==> src/rtl/bitbus_pkg.sv <==
`timescale 1ns/1ps
package bitbus_pkg;

    typedef enum logic [2:0] {
        OP_SET1  = 3'd0,
        OP_SET0  = 3'd1,
        OP_TEST  = 3'd2,
        OP_LOAD  = 3'd3,
        OP_STORE = 3'd4
    } bb_op_e;

    typedef enum logic [1:0] {
        S_IDLE = 2'd0,
        S_WSET = 2'd1,
        S_WPUL = 2'd2,
        S_RADR = 2'd3
    } bb_state_e;

endpackage

==> src/rtl/bitbus_setup.sv <==
`timescale 1ns/1ps
// Decodes an operation request into a start address, a bit count, a byte lane and a write word.
module bitbus_setup
    import bitbus_pkg::*;
#(
    parameter int ADDR_W = 12,
    parameter int WORD_W = 16,
    parameter int DISP_W = 8,
    localparam int IDX_W = $clog2(WORD_W),
    localparam int CNT_W = $clog2(WORD_W + 1)
) (
    input  logic [2:0]        op,
    input  logic [WORD_W-1:0] base_reg,
    input  logic [DISP_W-1:0] disp,
    input  logic [WORD_W-1:0] src_word,
    output logic              op_ok,
    output logic              is_write,
    output logic              is_test,
    output logic              is_multi,
    output logic              lane_hi,
    output logic [ADDR_W-1:0] first_addr,
    output logic [CNT_W-1:0]  nbits,
    output logic [WORD_W-1:0] wr_word
);

    logic [ADDR_W-1:0] base_bit;
    logic [ADDR_W-1:0] disp_ext;
    logic [IDX_W-1:0]  cnt_field;

    always_comb begin
        base_bit  = base_reg[ADDR_W:1];
        disp_ext  = ADDR_W'($signed(disp));
        cnt_field = disp[IDX_W-1:0];

        op_ok    = (op == OP_SET1) || (op == OP_SET0) || (op == OP_TEST)
                || (op == OP_LOAD) || (op == OP_STORE);
        is_multi = (op == OP_LOAD) || (op == OP_STORE);
        is_write = (op == OP_SET1) || (op == OP_SET0) || (op == OP_LOAD);
        is_test  = (op == OP_TEST);

        first_addr = is_multi ? base_bit : base_bit + disp_ext;

        if (is_multi) begin
            nbits = (cnt_field == '0) ? CNT_W'(WORD_W) : CNT_W'(cnt_field);
        end else begin
            nbits = CNT_W'(1);
        end
        lane_hi = is_multi && (nbits <= CNT_W'(WORD_W / 2));

        if (op == OP_SET1) begin
            wr_word = '1;
        end else if (op == OP_SET0) begin
            wr_word = '0;
        end else begin
            wr_word = src_word;
        end
    end

endmodule

==> src/rtl/bitbus_seq.sv <==
`timescale 1ns/1ps
// Per-bit bus sequencer: two-cycle write slots, one-cycle read slots.
module bitbus_seq
    import bitbus_pkg::*;
#(
    parameter int ADDR_W = 12,
    parameter int WORD_W = 16,
    localparam int IDX_W = $clog2(WORD_W),
    localparam int CNT_W = $clog2(WORD_W + 1)
) (
    input  logic              clk,
    input  logic              rst_n,
    input  logic              start,
    input  logic              op_ok,
    input  logic              is_write,
    input  logic              is_test,
    input  logic              lane_hi,
    input  logic [ADDR_W-1:0] first_addr,
    input  logic [CNT_W-1:0]  nbits,
    input  logic [WORD_W-1:0] wr_word,
    input  logic              ser_in,
    output logic [ADDR_W-1:0] bit_addr,
    output logic              ser_out,
    output logic              wstrobe_n,
    output logic [WORD_W-1:0] result,
    output logic              eq_flag,
    output logic              busy,
    output logic              done
);

    localparam logic [IDX_W-1:0] HALF_OFS = IDX_W'(WORD_W / 2);

    typedef struct packed {
        bb_state_e         st;
        logic [ADDR_W-1:0] addr;
        logic              dout;
        logic              strobe_n;
        logic [CNT_W-1:0]  left;
        logic [IDX_W-1:0]  idx;
        logic              lane;
        logic              tst;
        logic [WORD_W-1:0] word;
        logic [WORD_W-1:0] res;
        logic              eq;
        logic              done;
    } seq_t;

    seq_t q, d;

    function automatic logic [IDX_W-1:0] lane_pos(input logic [IDX_W-1:0] i, input logic hi);
        return i + (hi ? HALF_OFS : '0);
    endfunction

    always_comb begin
        d      = q;
        d.done = 1'b0;
        case (q.st)
            S_IDLE: begin
                if (start && op_ok) begin
                    d.addr = first_addr;
                    d.left = nbits;
                    d.idx  = '0;
                    d.lane = lane_hi;
                    d.tst  = is_test;
                    d.word = wr_word;
                    d.res  = '0;
                    if (is_write) begin
                        d.st       = S_WSET;
                        d.dout     = wr_word[lane_pos('0, lane_hi)];
                        d.strobe_n = 1'b1;
                    end else begin
                        d.st = S_RADR;
                    end
                end
            end
            S_WSET: begin
                d.st       = S_WPUL;
                d.strobe_n = 1'b0;
            end
            S_WPUL: begin
                d.strobe_n = 1'b1;
                if (q.left == CNT_W'(1)) begin
                    d.st   = S_IDLE;
                    d.done = 1'b1;
                end else begin
                    d.st   = S_WSET;
                    d.left = q.left - 1'b1;
                    d.idx  = q.idx + 1'b1;
                    d.addr = q.addr + 1'b1;
                    d.dout = q.word[lane_pos(q.idx + 1'b1, q.lane)];
                end
            end
            S_RADR: begin
                if (q.tst) begin
                    d.eq = ser_in;
                end else begin
                    d.res[lane_pos(q.idx, q.lane)] = ser_in;
                end
                if (q.left == CNT_W'(1)) begin
                    d.st   = S_IDLE;
                    d.done = 1'b1;
                end else begin
                    d.left = q.left - 1'b1;
                    d.idx  = q.idx + 1'b1;
                    d.addr = q.addr + 1'b1;
                end
            end
            default: d.st = S_IDLE;
        endcase
    end

    always_ff @(posedge clk) begin
        if (!rst_n) begin
            q          <= '0;
            q.strobe_n <= 1'b1;
        end else begin
            q <= d;
        end
    end

    assign bit_addr  = q.addr;
    assign ser_out   = q.dout;
    assign wstrobe_n = q.strobe_n;
    assign result    = q.res;
    assign eq_flag   = q.eq;
    assign busy      = (q.st != S_IDLE);
    assign done      = q.done;

    assert_strobe_single_R3: assert property (@(posedge clk) disable iff (!rst_n)
        !q.strobe_n |=> q.strobe_n);

    assert_setup_stable_R3: assert property (@(posedge clk) disable iff (!rst_n)
        (q.st == S_WSET) |=> ($stable(q.addr) && $stable(q.dout)));

    assert_addr_step_R5: assert property (@(posedge clk) disable iff (!rst_n)
        (q.st == S_WPUL && q.left != CNT_W'(1)) |=> (q.addr == $past(q.addr) + 1'b1));

    assert_read_no_strobe_R8: assert property (@(posedge clk) disable iff (!rst_n)
        (q.st == S_RADR) |-> q.strobe_n);

    assert_done_pulse_R9: assert property (@(posedge clk) disable iff (!rst_n)
        q.done |=> !q.done);

    assert_done_idle_R9: assert property (@(posedge clk) disable iff (!rst_n)
        q.done |-> (q.st == S_IDLE));

endmodule

==> src/rtl/bitbus_xfer_seq.sv <==
`timescale 1ns/1ps
module bitbus_xfer_seq
    import bitbus_pkg::*;
#(
    parameter int ADDR_W = 12,
    parameter int WORD_W = 16,
    parameter int DISP_W = 8
) (
    input  logic              clk,
    input  logic              rst_n,
    input  logic              start,
    input  logic [2:0]        op,
    input  logic [WORD_W-1:0] base_reg,
    input  logic [DISP_W-1:0] disp,
    input  logic [WORD_W-1:0] src_word,
    input  logic              ser_in,
    output logic [WORD_W-1:0] addr_lines,
    output logic [ADDR_W-1:0] bit_addr,
    output logic              ser_out,
    output logic              wstrobe_n,
    output logic [WORD_W-1:0] result,
    output logic              eq_flag,
    output logic              busy,
    output logic              done
);

    localparam int CNT_W = $clog2(WORD_W + 1);
    localparam int PAD_W = WORD_W - ADDR_W - 1;

    logic              op_ok, is_write, is_test, is_multi, lane_hi;
    logic [ADDR_W-1:0] first_addr;
    logic [CNT_W-1:0]  nbits;
    logic [WORD_W-1:0] wr_word;

    bitbus_setup #(
        .ADDR_W(ADDR_W), .WORD_W(WORD_W), .DISP_W(DISP_W)
    ) u_setup (
        .op         (op),
        .base_reg   (base_reg),
        .disp       (disp),
        .src_word   (src_word),
        .op_ok      (op_ok),
        .is_write   (is_write),
        .is_test    (is_test),
        .is_multi   (is_multi),
        .lane_hi    (lane_hi),
        .first_addr (first_addr),
        .nbits      (nbits),
        .wr_word    (wr_word)
    );

    bitbus_seq #(
        .ADDR_W(ADDR_W), .WORD_W(WORD_W)
    ) u_seq (
        .clk        (clk),
        .rst_n      (rst_n),
        .start      (start),
        .op_ok      (op_ok),
        .is_write   (is_write),
        .is_test    (is_test),
        .lane_hi    (lane_hi),
        .first_addr (first_addr),
        .nbits      (nbits),
        .wr_word    (wr_word),
        .ser_in     (ser_in),
        .bit_addr   (bit_addr),
        .ser_out    (ser_out),
        .wstrobe_n  (wstrobe_n),
        .result     (result),
        .eq_flag    (eq_flag),
        .busy       (busy),
        .done       (done)
    );

    assign addr_lines = {{PAD_W{1'b0}}, bit_addr, 1'b0};

    assert_count_range_R5: assert property (@(posedge clk) disable iff (!rst_n)
        (start && !busy && op_ok && is_multi) |-> (nbits != '0 && nbits <= CNT_W'(WORD_W)));

endmodule

==> config.mk <==
export PLATFORM = sky130hd
export DESIGN_NAME = bitbus_xfer_seq
export DESIGN_NICKNAME = d
export VERILOG_FILES = /design/src/rtl/bitbus_pkg.sv /design/src/rtl/bitbus_setup.sv /design/src/rtl/bitbus_seq.sv /design/src/rtl/bitbus_xfer_seq.sv
export SDC_FILE = /design/constraint.sdc
export NUM_CORES = 1
export LEC_CHECK = 0
export BUFFER_PORTS_ARGS = -buffer_cell sky130_fd_sc_hd__buf_2
export CORE_ASPECT_RATIO = 1.1
export CORE_MARGIN = 3
export CORE_UTILIZATION = 59
export DETAILED_ROUTE_END_ITERATION = 10
export HOLD_SLACK_MARGIN = 0.02
export PLACE_DENSITY = 0.86
export SYNTH_ARGS = -nofsm -noshare
export SYNTH_HDL_FRONTEND = slang
export SYNTH_SLANG_ARGS = --single-unit
==> constraint.sdc <==
create_clock -name clk -period 4.5 [get_ports clk]
set_input_delay 0.45 -clock clk [delete_from_list [all_inputs] [get_ports clk]]
set_output_delay 0.45 -clock clk [all_outputs]
set_load 0.05 [all_outputs]
==> results.toml <==
[yosys]
ys_async_sr_fraction = 0
yosysUniqueCellTypes = 62
yosysMostFrequentCell = "dfxtp_1"
synth_seq_cells = 61
synth_common_cells = "dfxtp_1, buf_4, a21oi_1, o21ai_0"
synth_edf_count = 0
syn_avg_cell_area_um2 = 7.851
synth_ff_type = "dfxtp_1"
synthCells = 546
synth_warnings = 0
synth.top_cells.by_area = "dfxtp_1, buf_4, ha_1"
synth_seq_area_share = 0.2849
synth_top_area_cell = "dfxtp_1"
synth_top_area_share = 0.2849
syn_area_mm2 = 0.004287

[critical_path]
r2r-start = "u_seq.q[60]$_SDFFE_PN0P_"
critPathKind = "reg -> reg"
reg2reg_slack_ns = 1.55
arrival_ns = 3.18
required_ns = 4.73
end_kind = "flip-flop"
reg2reg_depth = 8
r2r_end = "u_seq.bit_addr[11]$_SDFFE_PN0P_"
crit_path_start_kind = "flip-flop"
cp_max_fo = 23

[detailed_routing]
drc = 0
avgViaCountPerCell = 5.995
drt-pass1-iter-count = 5
num_vias = 3981
wl_per_cell_um = 15.09
antenna_left = 0
wl_mm = 10.02
drtIter0Drc = 238

[sta]
min_period_ns = 2.954
timing.final.max_slew_violations = 0
rsz0062_at_grt = "no"
setup_tns_ns = 0
skew_ns = 0.006683
max_freq_mhz = 338.5
max_slew_margin = 0.3201
hold_violations = 0
tightest_slew_ns = 1.016
finalCritPeriodShare = 0.6564
setup_viol = 0

[global_routing]
grt_max_degree = 43
antenna_found_initial = 0
grt_pass1_wl_mm = 16.73
grt_pass1_vias = 3592
grt_overflow_total = 0
grt_use_total = 0.2474

[floorplan]
start_util = 0.6279
design.core.area_mm2 = 0.006827
die_y_um = 95.40
die_area_mm2 = 0.008325
dieWidth_um = 87.27
rows = 31
ioPinCount = 96

[cells_and_area]
final_area_mm2 = 0.004614
num-nets-final = 647
drive_above_1_share = 0.2079
fillers = 576
syn2layout_area_growth_pct = 7.648
diodes = 0

[placed_design]
portBuffers = 87
gp_congestion = 0.8698
placed_cell_area_mm2 = 0.004407
post-dp-hpwl_mm = 7.237

[clock_tree]
clock_sinks = 61
clk_root_buffer_cell = "clkbuf_8"
cts_tree = "yes"
cts_buffers = 9
post_cts_buffers = 0
clkTransAtPathRegs_ns = 0.08
clk_latency_ns = 0.34
ctsHoldBuffers = 0
cts_resized = 0
cts_max_path_buffers = 2
htreeDepth = 3

[min_path]
min-delay-start = "ser_in"
hp-class = "in -> reg"
hold_depth = 3
hold_end = "u_seq.eq_flag$_SDFFE_PN0P_"

[power_and_ir_drop]
combPwrFrac = 0.503
switching_share = 0.4712
switching_power_mw = 1.173
seqPwrFrac = 0.293
p_clk_frac = 0.204
p_leak_nw = 1.891
powerDensity_mw_per_mm2 = 539.4
peakVddDrop_uv = 417.4
p_int_mw = 1.316

[flow_run]
max-cap-violations = 0

[status]
status = "finished clean"
[flip-flops by register name (all words and copies together) (netlist names)]
signal and count:
u_seq.eq_flag 1, u_seq.result 16, u_seq.bit_addr 12, u_seq.wstrobe_n 1, u_seq.ser_out 1, u_seq.q 29
u_seq.done 1
[layout by cell type (no fill, tap or decap), types with 3 or more instances in the layout]
cell type and count:
a211oi_1 17, a21boi_0 19, a21oi_1 45, a221oi_1 8
a22oi_1 3, and2_1 7, and3_1 4, buf_2 87
buf_4 4, clkbuf_8 10, clkinvlp_4 3, conb_1 4
dfxtp_1 61, ha_1 22, inv_1 13, mux4_2 5
nand2_1 43, nand3_1 24, nand3b_1 4, nand4_1 4
nor2_1 43, nor2b_1 5, nor3_1 27, nor3b_1 3
o211ai_1 4, o21ai_0 45, xnor2_1 10, xor2_1 7
[power groups by stage]
| stage | Clock [mW] | Combinational [mW] | Sequential, mW |
|---|---|---|---|
| floorplan | 0 | 1.04 | 0.734 |
| global placement | 0 | 1.20 | 0.732 |
| detailed placement | 0 | 1.23 | 0.738 |
| CTS | 0.513 | 1.24 | 0.727 |
| global route | 0.543 | 1.37 | 0.745 |
| finish | 0.507 | 1.25 | 0.729 |
[layer usage]
metal / vias up / share of wire / track usage
li1: 1987 / - / -
met1: 1838 / 0.46 / 0.3328
met2: 137 / 0.48 / 0.3951
met3: 19 / 0.054 / 0.04840
met4: 0 / 0.015 / 0.08568
met5: - / 0 / 0
[worst max-delay path, cell delays in order (launching register included)]
cell and delay [ns]:
dfxtp_1 0.44, ha_1 0.61, or2_1 0.64, nor2_2 0.09, a211oi_2 0.23, buf_4 0.23, o21ai_1 0.09, a22o_1 0.18
a221o_1 0.33
[worst max-delay path by stage]
stage | start | endpoint | depth (start not counted)
after global placement | u_seq.q[60]$_SDFFE_PN0P_ | u_seq.bit_addr[11]$_SDFFE_PN0P_ | 8
after detailed placement | u_seq.q[60]$_SDFFE_PN0P_ | u_seq.bit_addr[11]$_SDFFE_PN0P_ | 8
after global routing | u_seq.q[60]$_SDFFE_PN0P_ | u_seq.bit_addr[11]$_SDFFE_PN0P_ | 8
after CTS | u_seq.q[60]$_SDFFE_PN0P_ | u_seq.bit_addr[11]$_SDFFE_PN0P_ | 8
after floorplan | u_seq.q[60]$_SDFFE_PN0P_ | u_seq.bit_addr[11]$_SDFFE_PN0P_ | 9
final | u_seq.q[60]$_SDFFE_PN0P_ | u_seq.bit_addr[11]$_SDFFE_PN0P_ | 8
[kinds of logic after synthesis]
kind of cell / after synthesis / share of synthesized area
muxes: 8 / 0.03357
xor gates and xnor gates: 17 / 0.03473
AOI/OAI and AO/OA: 167 / 0.2490
other: 1 / 0.0008748
adders and majority gates: 23 / 0.06888
buffers and inverters: 88 / 0.1194
DFF: 61 / 0.2849
and+or+nand+nor: 181 / 0.2087
[metrics by stage]
| stage | setup WS, ns | util | hold slack (ns) | total power [mW] | std cells |
|---|---|---|---|---|---|
| 5_1_grt | 1.333 | 0.6760 | 0.3887 | 2.660 | 664 |
| 4_1_cts | 1.586 | 0.6760 | 0.3676 | 2.482 | 664 |
| 3_5_place_dp | 1.584 | 0.6455 | 0.4482 | 1.971 | 648 |
| 6_report | 1.546 | 0.6760 | 0.3813 | 2.489 | 664 |
| 2_1_floorplan | 2.165 | - | 0.4500 | 1.770 | 549 |
| 3_3_place_gp | 1.671 | 0.6455 | 0.4561 | 1.929 | 648 |
[layout make-up]
class | instances | area (um^2) | area share
Timing Repair Buffer | 91 | 465.4 | 0.1009
Clock buffer | 10 | 137.6 | 0.02983
Multi-Input combinational cell | 400 | 2565 | 0.5559
Inverter | 14 | 52.55 | 0.01139
Clock inverter | 6 | 70.07 | 0.01518
Sequential cell | 61 | 1221 | 0.2646
Tap cell | 82 | 102.6 | 0.02223
No activity file was read; power rests on OpenSTA's default activity.
